<file path="config.mk">
export PLATFORM = sky130hd
export DESIGN_NAME = cond_unit
export DESIGN_NICKNAME = d
export VERILOG_FILES = /design/src/rtl/cond_pkg.sv /design/src/rtl/cond_ctrl.sv /design/src/rtl/cond_flags_dp.sv /design/src/rtl/cond_unit.sv
export SDC_FILE = /design/constraint.sdc
export NUM_CORES = 1
export LEC_CHECK = 0
export CORE_ASPECT_RATIO = 1.1
export CORE_MARGIN = 2
export CORE_UTILIZATION = 24
export DETAILED_ROUTE_END_ITERATION = 10
export GPL_ROUTABILITY_DRIVEN = 0
export PLACE_DENSITY_LB_ADDON = 0.15
export SLEW_MARGIN = 5
export SYNTH_ARGS = -nofsm -noshare
export SYNTH_HDL_FRONTEND = slang
export SYNTH_SLANG_ARGS = --single-unit
</file>
<file path="constraint.sdc">
create_clock -name clk -period 1.6 [get_ports clk]
set_input_delay 0.24 -clock clk [delete_from_list [all_inputs] [get_ports clk]]
set_output_delay 0.24 -clock clk [all_outputs]
set_load 0.02 [all_outputs]
</file>
<file path="src/rtl/cond_pkg.sv">
package cond_pkg;
  typedef enum logic [3:0] {
    CondEq = 4'd0,  CondNe = 4'd1,  CondCs = 4'd2,  CondCc = 4'd3,
    CondMi = 4'd4,  CondPl = 4'd5,  CondVs = 4'd6,  CondVc = 4'd7,
    CondHi = 4'd8,  CondLs = 4'd9,  CondGe = 4'd10, CondLt = 4'd11,
    CondGt = 4'd12, CondLe = 4'd13, CondAl = 4'd14, CondNv = 4'd15
  } condCodeT;

  typedef struct packed {
    logic n;
    logic z;
    logic c;
    logic v;
  } flagsT;

  typedef struct packed {
    logic execute;
    logic regWrite;
    logic flagLoad;
  } strobeT;
endpackage

</file>
<file path="src/rtl/cond_ctrl.sv">
module cond_ctrl
  import cond_pkg::*;
(
  input  logic       clk,
  input  logic       rstN,
  input  logic       instValid,
  input  logic [3:0] condCode,
  input  logic       setFlags,
  input  logic       isCompare,
  input  flagsT      flags,
  output strobeT     strobe
);
  condCodeT code;
  logic     predTrue;

  assign code = condCodeT'(condCode);

  always_comb begin
    unique case (code)
      CondEq: predTrue = flags.z;
      CondNe: predTrue = !flags.z;
      CondCs: predTrue = flags.c;
      CondCc: predTrue = !flags.c;
      CondMi: predTrue = flags.n;
      CondPl: predTrue = !flags.n;
      CondVs: predTrue = flags.v;
      CondVc: predTrue = !flags.v;
      CondHi: predTrue = flags.c && !flags.z;
      CondLs: predTrue = !flags.c || flags.z;
      CondGe: predTrue = (flags.n == flags.v);
      CondLt: predTrue = (flags.n != flags.v);
      CondGt: predTrue = !flags.z && (flags.n == flags.v);
      CondLe: predTrue = flags.z || (flags.n != flags.v);
      CondAl: predTrue = 1'b1;
      CondNv: predTrue = 1'b0;
      default: predTrue = 1'b0;
    endcase
  end

  always_comb begin
    strobe.execute  = instValid && predTrue;
    strobe.regWrite = strobe.execute && !isCompare;
    strobe.flagLoad = strobe.execute && (setFlags || isCompare);
  end


  always_never_chk: assert property (@(posedge clk) disable iff (!rstN)
    (instValid && condCode == 4'd15) |-> !strobe.execute);

  always_true_chk: assert property (@(posedge clk) disable iff (!rstN)
    (instValid && condCode == 4'd14) |-> strobe.execute);

  idle_quiet_chk: assert property (@(posedge clk) disable iff (!rstN)
    !instValid |-> (!strobe.execute && !strobe.regWrite && !strobe.flagLoad));

  compare_nowrite_chk: assert property (@(posedge clk) disable iff (!rstN)
    isCompare |-> !strobe.regWrite);
endmodule

</file>
<file path="src/rtl/cond_flags_dp.sv">
module cond_flags_dp
  import cond_pkg::*;
#(
  parameter int STATUS_W = 32,
  parameter int FLAG_TOP = 31
) (
  input  logic                clk,
  input  logic                rstN,
  input  strobeT              strobe,
  input  flagsT               aluFlags,
  input  logic                statusWrEn,
  input  logic [STATUS_W-1:0] statusWrData,
  output flagsT               flags,
  output logic [STATUS_W-1:0] statusWord
);
  localparam int FLAG_BOT = FLAG_TOP - 3;

  flagsT flagsQ;

  always_ff @(posedge clk) begin
    if (!rstN)
      flagsQ <= '0;
    else if (statusWrEn)
      flagsQ <= flagsT'(statusWrData[FLAG_TOP:FLAG_BOT]);
    else if (strobe.flagLoad)
      flagsQ <= aluFlags;
  end

  assign flags = flagsQ;

  always_comb begin
    statusWord = '0;
    statusWord[FLAG_TOP:FLAG_BOT] = flagsQ;
  end


  status_write_chk: assert property (@(posedge clk) disable iff (!rstN)
    statusWrEn |=> (statusWord[FLAG_TOP:FLAG_BOT] == $past(statusWrData[FLAG_TOP:FLAG_BOT])));

  alu_load_chk: assert property (@(posedge clk) disable iff (!rstN)
    (!statusWrEn && strobe.flagLoad) |=> (statusWord[FLAG_TOP:FLAG_BOT] == $past(aluFlags)));

  flags_hold_chk: assert property (@(posedge clk) disable iff (!rstN)
    (!statusWrEn && !strobe.flagLoad) |=> $stable(statusWord));
endmodule

</file>
<file path="src/rtl/cond_unit.sv">
module cond_unit
  import cond_pkg::*;
#(
  parameter int STATUS_W = 32,
  parameter int FLAG_TOP = 31
) (
  input  logic                clk,
  input  logic                rstN,
  input  logic                instValid,
  input  logic [3:0]          condCode,
  input  logic                setFlags,
  input  logic                isCompare,
  input  logic                aluN,
  input  logic                aluZ,
  input  logic                aluC,
  input  logic                aluV,
  input  logic                statusWrEn,
  input  logic [STATUS_W-1:0] statusWrData,
  output logic                execEn,
  output logic                regWrEn,
  output logic [STATUS_W-1:0] statusWord
);
  strobeT strobe;
  flagsT  flags;
  flagsT  aluFlags;

  assign aluFlags = '{n: aluN, z: aluZ, c: aluC, v: aluV};

  cond_ctrl uCtrl (
    .clk(clk), .rstN(rstN), .instValid(instValid), .condCode(condCode),
    .setFlags(setFlags), .isCompare(isCompare), .flags(flags), .strobe(strobe)
  );

  cond_flags_dp #(.STATUS_W(STATUS_W), .FLAG_TOP(FLAG_TOP)) uDp (
    .clk(clk), .rstN(rstN), .strobe(strobe), .aluFlags(aluFlags),
    .statusWrEn(statusWrEn), .statusWrData(statusWrData),
    .flags(flags), .statusWord(statusWord)
  );

  assign execEn  = strobe.execute;
  assign regWrEn = strobe.regWrite;
endmodule

</file>
==> flow_summary.ini, run 1 <==
[status]
outcome = finished, violations left
violations = negative setup slack

[pwr]
power_leakage_nw = 0.520
peakVddDrop_v = 0.000279
finalPower_w = 0.000623
power.density_nw_per_um2 = 565

[final_layout]
nets = 164
multi_input_area_sq_um = 572
final_cell_mix = 28 x conb_1, 14 x buf_4, 13 x clkdlybuf4s50_1, 5 x mux2i_1
drive_gt1_frac = 0.444
register_area_sq_um = 95.1
largest_reg_flops = 4
fillers = 298
syn_to_final_growth_pct = 62.2
num_antenna_cells = 0
final_common_cell = conb_1

[critical_path]
cp-start-kind = flip-flop
cp.arrival_ps = 1520
cp-end-kind = output port
required_ps = 1360
critPathKind = flip-flop to output port
critPathMaxFanout = 4

[clocking]
path_clk_slew_ps = 40
htreeDepth = 1
cts_tree = yes
cts_buffers = 3
clock_latency_ps = 240
cts-root-buf = clkbuf_4
cts.sinks = 4
clock_path_buffers = 2

[sta]
final.setup_skew_ps = 5.55
rsz0062_at_grt = yes
min_period_ps = 1760
setup_viol = 6
hold_viol_final = 0
maxSlewViolCount = 0
max_freq_ghz = 0.568
setup_slack_ps = -160
period_share = 1.10

[synth]
netlist.top_cell.by_area = buf_4
postSynthCellCount = 80
synth.avg_cell_area_sq_um = 8.49
synth.top_cell.area_share = 0.320
ys_warn_count = 0
yosysUniqueCellTypes = 26
synth.cell_area_sq_um = 679
synth_area_leaders = buf_4 32%, dfxtp_1 12%, mux2i_1 8.8%
yosysSeqAreaShare = 0.118
synth-seq-cells = 4

[drt]
viasPerCell = 3.85
drtAntennaViolNets = 0
drt_wl_total_mm = 1.49
num_vias = 577
drc_errors = 0
firstDrtPassIters = 2
wl_per_cell_um = 9.91
drtIter0Drc = 2

[global_routing]
grt_busiest_layer = met2
grt.total_usage = 0.0918
grt_pass1_wl_mm = 2.20
use_met2 = 0.151
grt_pass1_vias = 522
met3_usage = 0.0250
grtUsageMet1 = 0.103
grt_overflow = 0
antenna_found_initial = 0
grt_max_degree = 9

[die]
coreArea_sq_um = 2730
die_x_um = 54.7
die_area_sq_um = 3270
start_util = 0.249
rows = 20
ioPinCount = 80
die_y_um = 59.8

[place]
dp_hpwl_mm = 1.19
io_buffers = 23
dp_slack_ps = -923

[run]
maxCapViolCount = 0

[min_path]
hold_path.class = flip-flop to flip-flop
## layout make-up
| type | count | share of cell area |
|---|---|---|
| Multi-Input combinational cell | 69 | 0.519 |
| Timing Repair Buffer | 38 | 0.327 |
| Sequential cell | 4 | 0.0863 |
| Tap cell | 33 | 0.0375 |
| Clock buffer | 4 | 0.0238 |
| Inverter | 2 | 0.00681 |
## through the flow
step / instance area, sq um / setup TNS, ps / utilization / cells / hold slack (ps)
6_report: 1100 / -926 / 0.404 / 150 / 524
5_1_grt: 1100 / -1330 / 0.404 / 150 / 542
4_1_cts: 982 / -1000 / 0.360 / 149 / 495
3_5_place_dp: 946 / -4510 / 0.347 / 145 / 482
3_3_place_gp: 946 / -4570 / 0.347 / 145 / 473
2_1_floorplan: 817 / -7.87 / - / 107 / 449
## metal layers
| metal | vias up | wire length (um) |
|---|---|---|
| met1 | 263 | 569 |
| li1 | 287 | - |
| met4 | 0 | 0 |
| met3 | 0 | 127 |
| met5 | - | 0 |
| met2 | 27 | 789 |
## worst max-delay path: stages (launching register included)
cell and delay [ps]:
dfxtp_4 380, nor4b_4 210, a21oi_2 60, o21ai_2 140, o21ai_2 90, a21oi_4 130
nor2b_4 150, buf_6 120
## cells by family (layout without fill, tap and decap cells)
kind of cell / after synthesis / count (layout) / synth area share
AND/OR/NAND/NOR: 16 / 16 / 0.153
XOR/XNOR: 4 / 4 / 0.0516
other: 1 / 28 / 0.00552
flip-flops: 4 / 4 / 0.118
AO/OA/AOI/OAI: 15 / 15 / 0.214
multiplexers: 6 / 6 / 0.0884
buffers and inverters: 34 / 44 / 0.370
## synthesized netlist by cell type, drive strengths merged
cell and number:
o311ai 1, o21bai 1, buf 32, dfxtp 4, o211ai 4, o21ai 2, a2bb2oi 1, nand2 4
nor4b 1, or3 1, nor2 1, or2 5, a21oi 4, o41ai 1, mux2i 6, xnor2 1
xor2 3, nand3b 1, conb 1, inv 2, o31ai 1, nand3 1, nor2b 2
## report_power, final
group | leakage, nW | switching, W | total, W | internal [W]
clock network | 0.0150 | 0.0000453 | 0.000139 | 0.0000938
logic | 0.470 | 0.000179 | 0.000352 | 0.000172
registers | 0.0357 | 0.0000210 | 0.000132 | 0.000111
## worst paths after layout
| kind | slack [ps] | end | start | depth (start not counted) |
|---|---|---|---|---|
| setup / recovery | -160 | regWrEn | uDp.flags[1] | 7 |
| hold / removal | 520 | uDp.flags[0] | uDp.flags[0] | 2 |
| setup reg to reg | -160 | uDp.flags[2] | uDp.flags[2] | 8 |
| hold reg to reg | 520 | uDp.flags[0] | uDp.flags[0] | 2 |
## what timing repair did
action,CTS,global route
endpoints found under the setup margin,6,6
hold buffers,0,0
gates resized for setup,23,22
pin swaps,7,9
gates cloned,0,0
setup buffers,0,1
Note: power is estimated with default switching activity, not from simulation.
==> run 2: changes to the inputs <==
CAP_MARGIN = 15   (was default)
==> results of run 2 <==
Final layout, timing and power as in run 1 (identical DEF).
